### src/rtl/ivec_pkg.sv
package ivec_pkg;
  localparam int WORD_W = 16;
  localparam int SEG_SHIFT = 4;
  localparam int PHYS_W = WORD_W + SEG_SHIFT;

  typedef enum logic [1:0] {
    ST_IDLE,
    ST_RD_OFS,
    ST_RD_SEG,
    ST_DONE
  } vstate_e;
endpackage

### src/rtl/ivec_direct_calc.sv
module ivec_direct_calc #(
  parameter int TYPE_W = 8,
  parameter int PA_W = 20,
  parameter logic [PA_W-1:0] BASE = '0,
  parameter int SPACING = 8
) (
  input  logic [TYPE_W-1:0] vec_type,
  output logic [PA_W-1:0]   tgt
);
  localparam int PROD_W = PA_W + TYPE_W;

  logic [PROD_W-1:0] prod;
  logic [PROD_W-1:0] sum;

  always_comb begin
    prod = PROD_W'(vec_type) * PROD_W'(SPACING);
    sum  = PROD_W'(BASE) + prod;
    tgt  = sum[PA_W-1:0];
  end
endmodule

### src/rtl/ivec_table_seq.sv
module ivec_table_seq
  import ivec_pkg::*;
#(
  parameter int TYPE_W = 8,
  parameter int PA_W = PHYS_W,
  localparam int AW = TYPE_W + 2
) (
  input  logic              clk,
  input  logic              rst_n,
  input  logic              start,
  input  logic [TYPE_W-1:0] start_type,
  input  logic              start_ind,
  input  logic [PA_W-1:0]   direct_tgt,
  output logic              idle,
  output logic              done,
  output logic [PA_W-1:0]   tgt,
  output logic              mem_rd_valid,
  output logic [AW-1:0]     mem_addr,
  input  logic              mem_rd_ready,
  input  logic [WORD_W-1:0] mem_rdata
);
  vstate_e           state_q;
  logic [TYPE_W-1:0] type_q;
  logic [WORD_W-1:0] ofs_q;
  logic [PA_W-1:0]   tgt_q;
  logic [PA_W-1:0]   seg_phys;

  always_comb begin
    seg_phys = PA_W'({mem_rdata, {SEG_SHIFT{1'b0}}});
  end

  always_ff @(posedge clk) begin
    if (!rst_n) begin
      state_q <= ST_IDLE;
      type_q  <= '0;
      ofs_q   <= '0;
      tgt_q   <= '0;
    end else begin
      unique case (state_q)
        ST_IDLE: begin
          if (start) begin
            type_q <= start_type;
            if (start_ind) begin
              state_q <= ST_RD_OFS;
            end else begin
              tgt_q   <= direct_tgt;
              state_q <= ST_DONE;
            end
          end
        end
        ST_RD_OFS: begin
          if (mem_rd_ready) begin
            ofs_q   <= mem_rdata;
            state_q <= ST_RD_SEG;
          end
        end
        ST_RD_SEG: begin
          if (mem_rd_ready) begin
            tgt_q   <= seg_phys + PA_W'(ofs_q);
            state_q <= ST_DONE;
          end
        end
        ST_DONE: state_q <= ST_IDLE;
        default: state_q <= ST_IDLE;
      endcase
    end
  end

  always_comb begin
    idle         = (state_q == ST_IDLE);
    done         = (state_q == ST_DONE);
    tgt          = tgt_q;
    mem_rd_valid = (state_q == ST_RD_OFS) || (state_q == ST_RD_SEG);
    mem_addr     = {type_q, (state_q == ST_RD_SEG), 1'b0};
  end
endmodule

### src/rtl/ivec_share_flags.sv
module ivec_share_flags #(
  parameter int GRP_N = 2
) (
  input  logic             clk,
  input  logic             rst_n,
  input  logic [GRP_N-1:0] src_evt,
  input  logic             clr_en,
  input  logic [GRP_N-1:0] clr_mask,
  output logic [GRP_N-1:0] flags,
  output logic             any_set
);
  logic [GRP_N-1:0] flags_q;

  for (genvar i = 0; i < GRP_N; i++) begin : g_flag
    always_ff @(posedge clk) begin
      if (!rst_n) begin
        flags_q[i] <= 1'b0;
      end else if (src_evt[i]) begin
        flags_q[i] <= 1'b1;
      end else if (clr_en && clr_mask[i]) begin
        flags_q[i] <= 1'b0;
      end
    end
  end

  always_comb begin
    flags   = flags_q;
    any_set = |flags_q;
  end
endmodule

### src/rtl/ivec_fetch_unit.sv
module ivec_fetch_unit
  import ivec_pkg::*;
#(
  parameter int TYPE_W = 8,
  parameter int GRP_N = 2,
  parameter logic [PHYS_W-1:0] BASE = 20'h00000,
  parameter int SPACING = 8,
  localparam int AW = TYPE_W + 2
) (
  input  logic              clk,
  input  logic              rst_n,
  input  logic              req_valid,
  output logic              req_ready,
  input  logic [TYPE_W-1:0] req_type,
  input  logic              req_indirect,
  output logic              done,
  output logic [PHYS_W-1:0] target,
  output logic              mem_rd_valid,
  output logic [AW-1:0]     mem_addr,
  input  logic              mem_rd_ready,
  input  logic [WORD_W-1:0] mem_rdata,
  input  logic [GRP_N-1:0]  src_evt,
  input  logic              clr_en,
  input  logic [GRP_N-1:0]  clr_mask,
  output logic [GRP_N-1:0]  src_flags,
  output logic              grp_irq
);
  logic [PHYS_W-1:0] direct_tgt;
  logic              seq_idle;
  logic              accept;

  always_comb begin
    req_ready = seq_idle;
    accept    = req_valid && seq_idle;
  end

  ivec_direct_calc #(
    .TYPE_W(TYPE_W), .PA_W(PHYS_W), .BASE(BASE), .SPACING(SPACING)
  ) u_direct (
    .vec_type(req_type),
    .tgt(direct_tgt)
  );

  ivec_table_seq #(.TYPE_W(TYPE_W), .PA_W(PHYS_W)) u_seq (
    .clk(clk),
    .rst_n(rst_n),
    .start(accept),
    .start_type(req_type),
    .start_ind(req_indirect),
    .direct_tgt(direct_tgt),
    .idle(seq_idle),
    .done(done),
    .tgt(target),
    .mem_rd_valid(mem_rd_valid),
    .mem_addr(mem_addr),
    .mem_rd_ready(mem_rd_ready),
    .mem_rdata(mem_rdata)
  );

  ivec_share_flags #(.GRP_N(GRP_N)) u_flags (
    .clk(clk),
    .rst_n(rst_n),
    .src_evt(src_evt),
    .clr_en(clr_en),
    .clr_mask(clr_mask),
    .flags(src_flags),
    .any_set(grp_irq)
  );
endmodule

### config.mk
export PLATFORM = sky130hd
export DESIGN_NAME = ivec_fetch_unit
export DESIGN_NICKNAME = d
export VERILOG_FILES = /design/src/rtl/ivec_pkg.sv /design/src/rtl/ivec_direct_calc.sv /design/src/rtl/ivec_table_seq.sv /design/src/rtl/ivec_share_flags.sv /design/src/rtl/ivec_fetch_unit.sv
export SDC_FILE = /design/constraint.sdc
export NUM_CORES = 1
export LEC_CHECK = 0
export BUFFER_PORTS_ARGS = -buffer_cell sky130_fd_sc_hd__buf_2
export CAP_MARGIN = 20
export CORE_MARGIN = 3
export CORE_UTILIZATION = 35
export DETAILED_ROUTE_END_ITERATION = 10
export GPL_TIMING_DRIVEN = 0
export HOLD_SLACK_MARGIN = 0.08
export SLEW_MARGIN = 20
export SYNTH_ARGS = -nofsm -noshare
export SYNTH_HDL_FRONTEND = slang
export SYNTH_SLANG_ARGS = --single-unit
### constraint.sdc
create_clock -name clk -period 2.77 [get_ports clk]
set_input_delay 0 -clock clk [delete_from_list [all_inputs] [get_ports clk]]
set_output_delay 0 -clock clk [all_outputs]
set_load 0.03 [all_outputs]
==> results of run 1 <==
==> per-layer routing <==
metal / up-vias / global-route usage / wire length [um]
met4: 0 / 0.0557 / 89
met2: 46 / 0.286 / 3250
met3: 8 / 0.0260 / 198
met5: - / 0 / 0
met1: 1179 / 0.215 / 3230
li1: 1307 / - / -
==> worst register-to-register path, stage by stage (launching register included) <==
cell and delay [ns]:
sky130_fd_sc_hd__dfxtp_1 0.33, sky130_fd_sc_hd__ha_1 0.22, sky130_fd_sc_hd__fa_1 0.43, sky130_fd_sc_hd__a21o_1 0.24, sky130_fd_sc_hd__a221oi_4 0.36, sky130_fd_sc_hd__o21bai_2 0.16, sky130_fd_sc_hd__or3_1 0.36, sky130_fd_sc_hd__a32o_1 0.24
==> kinds of logic after synthesis <==
logic type | share of synthesized area
buffers and inverters | 0.0343
xor gates and xnor gates | 0.0300
DFF | 0.366
AOI/OAI and AO/OA | 0.252
muxes | 0.0381
other | 0.00143
adders and majority gates | 0.0839
and+or+nand+nor | 0.194
==> worst max-delay path by stage <==
stage | start | end | cells past startpoint
after global routing | mem_rdata[0] | u_seq.tgt[14] | 9
after detailed placement | u_seq.ofs_q[4] | u_seq.tgt[16] | 7
after floorplan | u_seq.ofs_q[4] | u_seq.tgt[16] | 7
final | mem_rdata[0] | u_seq.tgt[16] | 9
after CTS | mem_rdata[0] | u_seq.tgt[16] | 9
after global placement | u_seq.ofs_q[4] | u_seq.tgt[16] | 7
==> per-stage QoR <==
stage | area, um^2 | worst slack [ns] | hold WS [ns] | utilization | std cells
after floorplan | 2630 | 0.557 | 0.139 | - | 313
after detailed placement | 3090 | 0.376 | 0.245 | 0.440 | 477
after global placement | 3090 | 0.391 | 0.227 | 0.440 | 477
final | 3520 | 0.279 | 0.163 | 0.502 | 513
after CTS | 3520 | 0.313 | 0.160 | 0.502 | 513
after global routing | 3520 | 0.130 | 0.191 | 0.502 | 513
==> cells in the mapped netlist, drive strengths merged, types with 7 or more instances <==
master / count / area share
ha: 16 / 0.076
dfxtp: 48 / 0.37
nand3: 16 / 0.031
a21boi: 27 / 0.077
clkbuf: 16 / 0.023
a21oi: 16 / 0.031
nand2: 60 / 0.086
a21o: 7 / 0.020
nor2: 8 / 0.011
mux2i: 10 / 0.038
and2: 7 / 0.017
o21ai: 19 / 0.036
==> registers in the layout (all words and copies together), names as in the netlist <==
signal / cells
u_flags.flags: 2
u_seq.ofs_q: 16
u_seq.state_q: 2
u_seq.tgt: 20
u_seq.type_q: 8
==> final cells by class <==
class	instances	area, um^2
Sequential cell	48	961
Buffer	18	71.3
Clock buffer	5	68.8
Timing Repair Buffer	96	621
Clock inverter	3	90.1
Tap cell	96	120
Inverter	5	18.8
Multi-Input combinational cell	242	1570
Fill cell	696	3490
==> power by group through the flow <==
| stage | clock [W] | combinational (W) | sequential, W |
|---|---|---|---|
| after floorplan | 0 | 0.000694 | 0.00109 |
| after global placement | 0 | 0.00117 | 0.000910 |
| after detailed placement | 0 | 0.00118 | 0.000916 |
| after CTS | 0.000714 | 0.00122 | 0.000901 |
| after global routing | 0.000738 | 0.00135 | 0.000916 |
| final | 0.000701 | 0.00121 | 0.000899 |
==> timing repair <==
| item | 4_1_cts | 5_1_grt |
|---|---|---|
| buffers inserted | 0 | 0 |
| endpoints found under the hold margin | 35 | 0 |
| hold buffers | 28 | 0 |
==> summary.txt, run 1 <==
Logic synthesis
  – Gate Count Post-Synth: around 310
  – Synth cell types: 44
  – Post-synthesis sequential element count: 48
  – Fraction of the yosys area taken by sequential cells: 0.366
  – Number of nets produced by synthesis: between 300 and 400
  – Syn_area_per_cell: ~8.4 um^2
  – Number of flops mapped to enable cells by yosys: 0
  – Yosys synthesis warning count: 0
  – Netlist area before placement: 0.00263 mm^2
  – Primary flip-flop cell chosen by synthesis mapping: sky130_fd_sc_hd__dfxtp_1
  – Async set-or-reset flop fraction in the synthesized netlist: 0

CTS
  – Clock tree from TritonCTS: yes
  – Clock slew at reported path FFs: roughly 0.09 ns
  – TritonCTS buffer count: 5
  – Buffer depth of the longest clock path: 2
  – Clock root buffer master: sky130_fd_sc_hd__clkbuf_8
  – Clock latency of the later-clocked register in the worst-skew pair: roughly 0.31 ns
  – Deepest level of the CTS H-tree: 2
  – Count of clock tree sinks: 48
  – Gates resized, CTS repair: 0

STA
  – Pins over their slew limit: 0
  – Shortest clock period the worst path allows after layout: 2.49 ns
  – Number of endpoints failing setup at the final stage: 0
  – Highest clock frequency the design can meet: between 400 and 500 MHz
  – Worst-case clock skew: 0.00276 ns
  – Setup repair after global routing missed its margin: false
  – Worst slew margin: 0.582
  – Period Utilization, post-route: 0.899
  – Worst slew pin tran: about 0.63 ns
  – Fin. Hold Viols: 0
  – Sum of negative setup slack: 0 ns

Status
  – Outcome: finished, final reports clean

Worst setup path
  – Required arrival time at the worst endpoint: between 2 and 3 ns
  – Cell Chain, Critical Path: dlygate4sd3_1 -> buf_2 -> ha_1 -> fa_1 -> a21o_1 -> a221oi_4 -> o21bai_2 -> or3_1 -> a32o_1
  – Startpoint kind of the worst setup timing path: input pin
  – Worst endpoint data arrival time: around 2.7 ns
  – Crit. End Element: flop
  – Path depth of the worst reg2reg path: 7
  – Critical-path maximum fanout: 4
  – Worst path buffer plus inverter count: 2
  – Slowest-stage cell, CP: sky130_fd_sc_hd__dlygate4sd3_1
  – Start-to-end type of the worst setup path: input pin to flop
  – Cell family with the largest share of critical-path delay: compound AO/OA/AOI/OAI gates
  – Max stage delay on crit path: 0.53 ns
  – Setup slack of the worst register-to-register path: approximately 0.33 ns
  – Reg-to-reg critical path startpoint: u_seq.ofs_q[4]
  – Worst reg2reg path endpoint: u_seq.tgt[16]

Layout
  – Inserted Diodes: 0
  – Area Growth Syn to Fin: 34.3%
  – Most frequent cells in the layout: sky130_fd_sc_hd__buf_2 (68), sky130_fd_sc_hd__nand2_1 (60), sky130_fd_sc_hd__dfxtp_1 (48)
  – Number of nets in the layout: 467
  – Most common cell after layout, fill and taps aside: sky130_fd_sc_hd__buf_2
  – Layout cells sized above 1: 0.199

Pwr
  – Psw: approximately 0.0011 W
  – Worst-case vdd ir drop: between 0.3 and 0.4 mV
  – Switching power share of the total: 0.396
  – PnR Total Power: roughly 0.0028 W
  – Relative contribution of combinational cells to total power: 0.430
  – Internal power: 0.00170 W
  – Sequential Power Share: 0.320
  – Clock share of power: 0.250
  – Power per cell area: around 800 mW/mm^2
  – Cell leakage power: roughly 1.6 nW

Route
  – Detail Route Antenna Nets: 0
  – Wirelength, routed: approximately 6.8 mm
  – Remaining routing DRC violations: 0
  – Average wire length per cell after detail routing: 13.2 um
  – Vias: between 2000 and 3000
  – Iteration-0 DRC count of the detailed router: ~150
  – Router iterations before antenna repair: 4
  – Vias per std cell: a little under 5

Die
  – Die area: between 0.008 and 0.009 mm^2
  – Total I/O pin count: 70
  – Die span in x: 92.6 um
  – Initial Utilization: 0.374
  – Core footprint: ~0.0070 mm^2
  – Num rows: 30
  – Die boundary height: about 93 um

Flow run
  – Maxcap violations: 0

Hold path
  – Sink of the worst hold path: u_seq.state_q[1]
  – Hold path startpoint: req_indirect
  – Number of cells traversed by the worst hold path: 5
  – Type of the worst min-delay path: input pin to flop

Global routing
  – Overflow left after global routing: 0
  – Pin count of the biggest net entering global routing: 16
  – Number of antenna violations at the first check in global routing: 0
  – Via count of the first global-routing pass: 2437
  – Global-route wire length before repair: between 10 and 15 mm
  – Overall global routing resource usage: 0.168

Place
  – Port Buffer Count: slightly below 70
  – Final RePlAce weighted congestion: ~0.79
  – HPWL Detailed: approximately 5.2 mm
Power figures use the tool's default switching activity.
==> run 2, diff against run 1 <==
Settings changed: ABC_AREA set to 1.
==> run 2 against run 1 <==
Critical path depth increased by 2. Sequential share of layout area increased by 0.19 points. Global-route usage decreased by 0.11 points. Critical endpoint unchanged. Worst setup slack improved by 0.54 ns. Synthesized cell count increased by 27%. Sequential cell count unchanged. Highest routed layer unchanged.
==> summary.txt, run 2 <==
CTS
  – Clock tree from TritonCTS: yes
  – Clock latency of the later-clocked register in the worst-skew pair: 0.29 ns (-0.02 ns)
  – Buffer depth of the longest clock path: 2 (unchanged)
  – Deepest level of the CTS H-tree: 2 (unchanged)
  – Hold-fix buffer count after cts: 29 (+3.6%)
  – Postcts setup bufs: 0 (unchanged)
  – Clock slew at reported path FFs: 0.09 ns (about the same)
  – Count of clock tree sinks: 48 (unchanged)
  – Clock root buffer master: sky130_fd_sc_hd__clkbuf_8
  – Gates resized, CTS repair: 0 (unchanged)
  – TritonCTS buffer count: 5 (unchanged)

Worst setup path
  – Path depth of the worst reg2reg path: 11 (+4)
  – Slowest-stage cell, CP: sky130_fd_sc_hd__dfxtp_1
  – Max stage delay on crit path: 0.40 ns (-0.13 ns)
  – Most common cell on crit path: sky130_fd_sc_hd__inv_1
  – Cell Chain, Critical Path: inv_1 -> ha_1 -> buf_4 -> inv_4 -> o22ai_1 -> inv_1 -> nand2_4 -> nor2_4 -> buf_6 -> nand3_1 -> a21oi_1
  – Worst path buffer plus inverter count: 5 (+3)
  – Crit. End Element: flop
  – Start-to-end type of the worst setup path: flop to flop
  – Cell family with the largest share of critical-path delay: buffers and inverters
  – Required arrival time at the worst endpoint: 3.00 ns (+0.02 ns)
  – Startpoint kind of the worst setup timing path: flop
  – Worst endpoint data arrival time: 2.17 ns (-0.53 ns)
  – Critical-path maximum fanout: 10 (+6)
  – Depth of the critical timing path with buffers and inverters included: 11 (+2)

Die
  – Total I/O pin count: 70 (unchanged)
  – Core footprint: 0.00729 mm^2 (+3.9%)
  – Die boundary height: 93.0 um (+0.38%)
  – Die area: 0.00864 mm^2 (+0.76%)
  – Initial Utilization: 0.363 (-0.0111)
  – Num rows: 31 (+3.3%)
  – Die span in x: 93.0 um (+0.38%)

Place
  – HPWL Detailed: 5.42 mm (+4.6%)
  – Port Buffer Count: 68 (unchanged)
  – Worst slack, placed: 0.852 ns (+0.476 ns)
  – Area post-placement: 0.00311 mm^2 (+0.81%)
  – Final RePlAce weighted congestion: 0.839 (+5.8%)

Global routing
  – Overall global routing resource usage: 0.167 (-0.00108)
  – Global-route wire length before repair: 11.8 mm (+1.7%)
  – Overflow left after global routing: 0 (unchanged)
  – Via count of the first global-routing pass: 2547 (+4.5%)
  – Pin count of the biggest net entering global routing: 14 (-2)
  – Number of antenna violations at the first check in global routing: 0 (unchanged)

Hold path
  – Number of cells traversed by the worst hold path: 3 (-2)
  – Type of the worst min-delay path: input pin to flop

Layout
  – Most frequent cells in the layout: sky130_fd_sc_hd__nand2_1 (107), sky130_fd_sc_hd__buf_2 (69), sky130_fd_sc_hd__nor2_1 (54)
  – Number of nets in the layout: 551 (+18%)
  – Share of the core filled with cells in the final layout: 0.480 (-0.0222)
  – Inserted Diodes: 0 (unchanged)
  – Fin area: 0.00350 mm^2 (-0.71%)
  – Layout cells sized above 1: 0.182 (-0.0167)
  – Area Growth Syn to Fin: 32.2%
  – Flip-flop count of the largest register after layout: 20 (unchanged)
  – Most common cell after layout, fill and taps aside: sky130_fd_sc_hd__nand2_1

STA
  – Worst-case clock skew: 0.00555 ns (+0.00279 ns)
  – Pins over their slew limit: 0 (unchanged)
  – Sum of negative setup slack: 0 ns (unchanged)
  – Number of endpoints failing setup at the final stage: 0 (unchanged)
  – Setup repair after global routing missed its margin: false
  – Period Utilization, post-route: 0.704 (-0.195)
  – Highest clock frequency the design can meet: 513 MHz (+28%)
  – Fin. Hold Viols: 0 (unchanged)
  – Shortest clock period the worst path allows after layout: 1.95 ns (-0.541 ns)
  – Smallest setup slack after layout: 0.820 ns (+0.541 ns)

Logic synthesis
  – Synth cell types: 31 (-30%)
  – Syn_area_per_cell: 6.68 um^2 (-20%)
  – Number of nets produced by synthesis: 447 (+23%)
  – Fraction of the yosys area taken by sequential cells: 0.363 (-0.00294)
  – Post-synthesis sequential element count: 48 (unchanged)
  – Post-synth top area share: 0.363 (-0.00294)
  – Top-count cell post-synth: sky130_fd_sc_hd__nand2_1
  – Number of flops mapped to enable cells by yosys: 0 (unchanged)
  – Netlist area before placement: 0.00265 mm^2 (+0.81%)
  – Compound-gate portion of the synthesized area: 0.149 (-0.102)
  – Xor-xnor portion of the synthesized cell area: 0.00662 (-0.0234)
  – Most area-consuming cells after synthesis: sky130_fd_sc_hd__dfxtp_1 (36%), sky130_fd_sc_hd__nand2_1 (15%), sky130_fd_sc_hd__nor2_1 (7.7%)
  – Yosys synthesis warning count: 0 (unchanged)
  – Primary flip-flop cell chosen by synthesis mapping: sky130_fd_sc_hd__dfxtp_1
  – Area leader, netlist: sky130_fd_sc_hd__dfxtp_1
  – Synth Area in Adders: 0.0832 (-0.000674)
  – Leading post-synthesis cells by instance count: sky130_fd_sc_hd__nand2_1 (107), sky130_fd_sc_hd__nor2_1 (54), sky130_fd_sc_hd__dfxtp_1 (48), sky130_fd_sc_hd__inv_1 (40), sky130_fd_sc_hd__o21ai_0 (34)
  – Share of cell area taken by muxes after synthesis: 0 (-0.0381)
  – Gate Count Post-Synth: 396 (+27%)
  – Dominant combinational cell family by area after synthesis: simple AND/OR/NAND/NOR gates
  – Post-Synth Simple-Gate Area: 0.307 (+0.112)
  – Async set-or-reset flop fraction in the synthesized netlist: 0 (unchanged)

Route
  – Remaining routing DRC violations: 0 (unchanged)
  – Detail Route Antenna Nets: 0 (unchanged)
  – Average wire length per cell after detail routing: 11.5 um (-13%)
  – Router iterations before antenna repair: 4 (unchanged)
  – Wirelength, routed: 6.89 mm (+1.8%)
  – Vias per std cell: 4.61 (-6.8%)
  – Vias: 2759 (+8.6%)
  – Met3 wire length: 217 um (+9.6%)
  – Met1 wire length: 3.47 mm (+7.5%)
  – Top Metal Used: met4
  – Amount of wire on met2 after detailed routing: 3.08 mm (-5.2%)
  – Iteration-0 DRC count of the detailed router: 139 (-7.9%)

Flow run
  – Maxcap violations: 0 (unchanged)

Status
  – Outcome: finished, final reports clean

Pwr
  – Worst-case vdd ir drop: 0.444 mV (+11%)
  – Cell leakage power: 1.75 nW (+11%)
  – Power per cell area: 794 mW/mm^2 (-0.36%)
-- run 2: cell types whose count changed after synthesis, sizes merged, moves of 16 or more --
cell    change
nor2       +47
inv        +38
a21oi      +16
a21boi     -27
o21ai      +17
nand2      +49
-- run 2: kinds of logic after synthesis --
kind of cell / after synthesis
and+or+nand+nor: 196
buffers and inverters: 56
AOI/OAI and AO/OA: 76
xor gates and xnor gates: 2
other: 1
adders and majority gates: 17
DFF: 48
-- run 2: worst register-to-register path, stage by stage, from the launching register on --
cell and delay [ns]:
sky130_fd_sc_hd__dfxtp_1 0.40, sky130_fd_sc_hd__inv_1 0.08, sky130_fd_sc_hd__ha_1 0.21, sky130_fd_sc_hd__buf_4 0.18, sky130_fd_sc_hd__inv_4 0.13, sky130_fd_sc_hd__o22ai_1 0.09, sky130_fd_sc_hd__inv_1 0.10, sky130_fd_sc_hd__nand2_4 0.12
sky130_fd_sc_hd__nor2_4 0.15, sky130_fd_sc_hd__buf_6 0.16, sky130_fd_sc_hd__nand3_1 0.12, sky130_fd_sc_hd__a21oi_1 0.14
-- run 2: per-stage QoR --
step | total power, W | hold slack, ns | cells
CTS | 0.00279 | 0.0800 | 598
floorplan | 0.00194 | 0.117 | 396
detailed placement | 0.00228 | 0.216 | 563
global placement | 0.00225 | 0.207 | 563
finish | 0.00278 | 0.0798 | 598
global route | 0.00300 | 0.0962 | 598
-- run 2: power breakdown --
group | switching, W | internal, W | total, W
Sequential | 0.0000859 | 0.000857 | 0.000943
Clock | 0.000227 | 0.000259 | 0.000487
Combinational | 0.000898 | 0.000450 | 0.00135
Total | 0.00121 | 0.00157 | 0.00278
-- run 2: final timing paths --
path / from / endpoint / slack, ns
max: u_seq.state_q[0] / u_seq.tgt[16] / 0.82
min: rst_n / u_seq.tgt[8] / 0.08
max reg2reg: u_seq.state_q[0] / u_seq.tgt[16] / 0.82
min reg2reg: u_seq.tgt[8] / u_seq.tgt[8] / 0.46
-- run 2: area by class of cell --
| type | instances | area [um^2] |
|---|---|---|
| Buffer | 12 | 68.8 |
| Clock buffer | 5 | 68.8 |
| Clock inverter | 1 | 30.0 |
| Fill cell | 800 | 3790 |
| Inverter | 44 | 168 |
| Multi-Input combinational cell | 292 | 1450 |
| Sequential cell | 48 | 961 |
| Tap cell | 99 | 124 |
| Timing Repair Buffer | 97 | 631 |
-- run 2: per-layer routing --
metal,up-vias,GRT usage
met4,0,0.0537
met1,1230,0.230
met2,44,0.269
met5,-,0
met3,12,0.0211
li1,1473,-
==> run 3, diff against run 2 <==
Clock period 2.77 ns to 2 ns, I/O delays scaled along.
==> run 3 against run 2 <==
Combinational power grew 42%. Final cell count increased by 0.17%. Core utilization up 0.46 points. Critical path type is now input pin to flop. Critical endpoint is now u_seq.tgt[12].
==> summary.txt, run 3 (synthesis results as in run 2) <==
Status
  – Outcome: finished, final reports clean

Global routing
  – Overflow left after global routing: 0 (unchanged)
  – Via count of the first global-routing pass: 2547 (unchanged)
  – Number of antenna violations at the first check in global routing: 0 (unchanged)
  – Global-route wire length before repair: 11.8 mm (unchanged)
  – Overall global routing resource usage: 0.167 (unchanged)
  – Pin count of the biggest net entering global routing: 14 (unchanged)

Worst setup path
  – Critical-path maximum fanout: 3 (-7)
  – Required arrival time at the worst endpoint: 2.17 ns (-0.83 ns)
  – Most common cell on crit path: sky130_fd_sc_hd__a21oi_1
  – Startpoint kind of the worst setup timing path: input pin
  – Max stage delay on crit path: 0.54 ns (+0.14 ns)
  – Cell Chain, Critical Path: dlygate4sd3_1 -> buf_2 -> ha_1 -> fa_2 -> nand2_2 -> a21oi_1 -> a21oi_1 -> or2_2 -> nand3_1 -> a21oi_1
  – Worst endpoint data arrival time: 2.01 ns (-0.16 ns)
  – Start-to-end type of the worst setup path: input pin to flop
  – Worst path buffer plus inverter count: 2 (-3)
  – Crit. End Element: flop
  – Slowest-stage cell, CP: sky130_fd_sc_hd__dlygate4sd3_1
  – Cell family with the largest share of critical-path delay: buffers and inverters

CTS
  – Count of clock tree sinks: 48 (unchanged)
  – Clock latency of the later-clocked register in the worst-skew pair: 0.29 ns (about the same)
  – Deepest level of the CTS H-tree: 2 (unchanged)
  – Buffer depth of the longest clock path: 2 (unchanged)
  – Clock root buffer master: sky130_fd_sc_hd__clkbuf_8
  – Clock slew at reported path FFs: 0.08 ns (about the same)
  – Clock tree from TritonCTS: yes
  – TritonCTS buffer count: 5 (unchanged)

Route
  – Remaining routing DRC violations: 0 (unchanged)
  – Wirelength, routed: 6.92 mm (+0.39%)
  – Vias per std cell: 4.59 (-0.49%)
  – Router iterations before antenna repair: 4 (unchanged)
  – Average wire length per cell after detail routing: 11.6 um (+0.22%)
  – Vias: 2750 (-0.33%)
  – Iteration-0 DRC count of the detailed router: 143 (+2.9%)
  – Detail Route Antenna Nets: 0 (unchanged)

Layout
  – Area Growth Syn to Fin: 33.5%
  – Inserted Diodes: 0 (unchanged)
  – Most common cell after layout, fill and taps aside: sky130_fd_sc_hd__nand2_1
  – Most frequent cells in the layout: sky130_fd_sc_hd__nand2_1 (106), sky130_fd_sc_hd__buf_2 (69), sky130_fd_sc_hd__nor2_1 (54)
  – Number of nets in the layout: 552 (+0.18%)
  – Flip-flop count of the largest register after layout: 20 (unchanged)
  – Non-filler instance count after layout: 599 (+0.17%)
  – Number of fillers in the final layout: 804 (+0.50%)
  – Layout cells sized above 1: 0.194 (+0.0116)

STA
  – Number of endpoints failing setup at the final stage: 0 (unchanged)
  – Fin. Hold Viols: 0 (unchanged)
  – Setup repair after global routing missed its margin: false
  – Worst-case clock skew: 0.00524 ns (-0.000313 ns)
  – Shortest clock period the worst path allows after layout: around 1.8 ns
  – Sum of negative setup slack: 0 ns (unchanged)
  – Highest clock frequency the design can meet: about 540 MHz
  – Period Utilization, post-route: 0.921
  – Pins over their slew limit: 0 (unchanged)

Die
  – Die span in x: 93.0 um (unchanged)
  – Die boundary height: 93.0 um (unchanged)
  – Total I/O pin count: 70 (unchanged)
  – Die area: 0.00864 mm^2 (unchanged)
  – Initial Utilization: 0.363 (unchanged)
  – Core footprint: 0.00729 mm^2 (unchanged)
  – Num rows: 31 (unchanged)

Place
  – Final RePlAce weighted congestion: 0.839 (unchanged)
  – Port Buffer Count: 68 (unchanged)
  – Inst Count DP: 563 (unchanged)
  – HPWL Detailed: 5.42 mm (unchanged)

Pwr
  – Power per cell area: 1100 mW/mm^2 (+39%)
  – Worst-case vdd ir drop: 0.662 mV (+49%)
  – Cell leakage power: 1.76 nW (+0.29%)

Flow run
  – Maxcap violations: 0 (unchanged)

Hold path
  – Type of the worst min-delay path: input pin to flop
run 3: final cells by class:
class	instances	area, um^2	share of cell area
clock buffer	5	68.8	0.0195
inverter	44	175	0.0496
sequential	48	962	0.272
multi-input combinational	292	1460	0.413
clock inverter	1	30.0	0.00850
timing repair buffer	98	638	0.181
tap	99	124	0.0351
buffer	12	76.3	0.0216
run 3: where the power goes:
group	internal (W)	leakage, nW	total [W]	switching (W)
Clock	0.000359	0.0501	0.000672	0.000313
Sequential	0.00119	0.393	0.00131	0.000119
Combinational	0.000656	1.32	0.00192	0.00126
Total	0.00220	1.76	0.00390	0.00169
run 3: path summary, 6_finish.rpt:
kind             startpoint       endpoint  slack (ns)  depth (start not counted)
max            mem_rdata[0]  u_seq.tgt[12]        0.16                         10
min                   rst_n   u_seq.tgt[8]        0.08                          3
min reg2reg    u_seq.tgt[0]   u_seq.tgt[0]        0.46                          2
max reg2reg  u_seq.ofs_q[4]  u_seq.tgt[12]        0.16                          8
run 3: worst min-delay path, delay by kind of cell:
| kind | cells | cell delay, ns |
|---|---|---|
| AO/OA/AOI/OAI | 1 | 0.05 |
| buffers and inverters | 2 | 0.27 |
run 3: metrics by stage:
stage	power, W	area [um^2]	util	hold WS, ns	setup slack (ns)
after floorplan	0.00268	2650	-	0.117	0.168
after global routing	0.00421	3530	0.485	0.0962	0.00527
after CTS	0.00387	3500	0.480	0.0800	0.0498
after detailed placement	0.00315	3110	0.427	0.216	0.0823
final	0.00390	3530	0.485	0.0823	0.158
after global placement	0.00312	3110	0.427	0.207	0.107
run 3: routing by layer:
layer / track usage / wire [um] / up-vias
li1: - / - / 1474
met1: 0.230 / 3490 / 1224
met2: 0.269 / 3090 / 40
met3: 0.0211 / 215 / 12
met4: 0.0537 / 124 / 0
met5: 0 / 0 / -
run 3: timing repair:
action                                  4_1_cts  5_1_grt
hold endpoints to repair                     35        0
gates resized for setup                       0       10
buffers inserted                              0        1
hold buffers                                 29        0
endpoints found under the setup margin        0       16
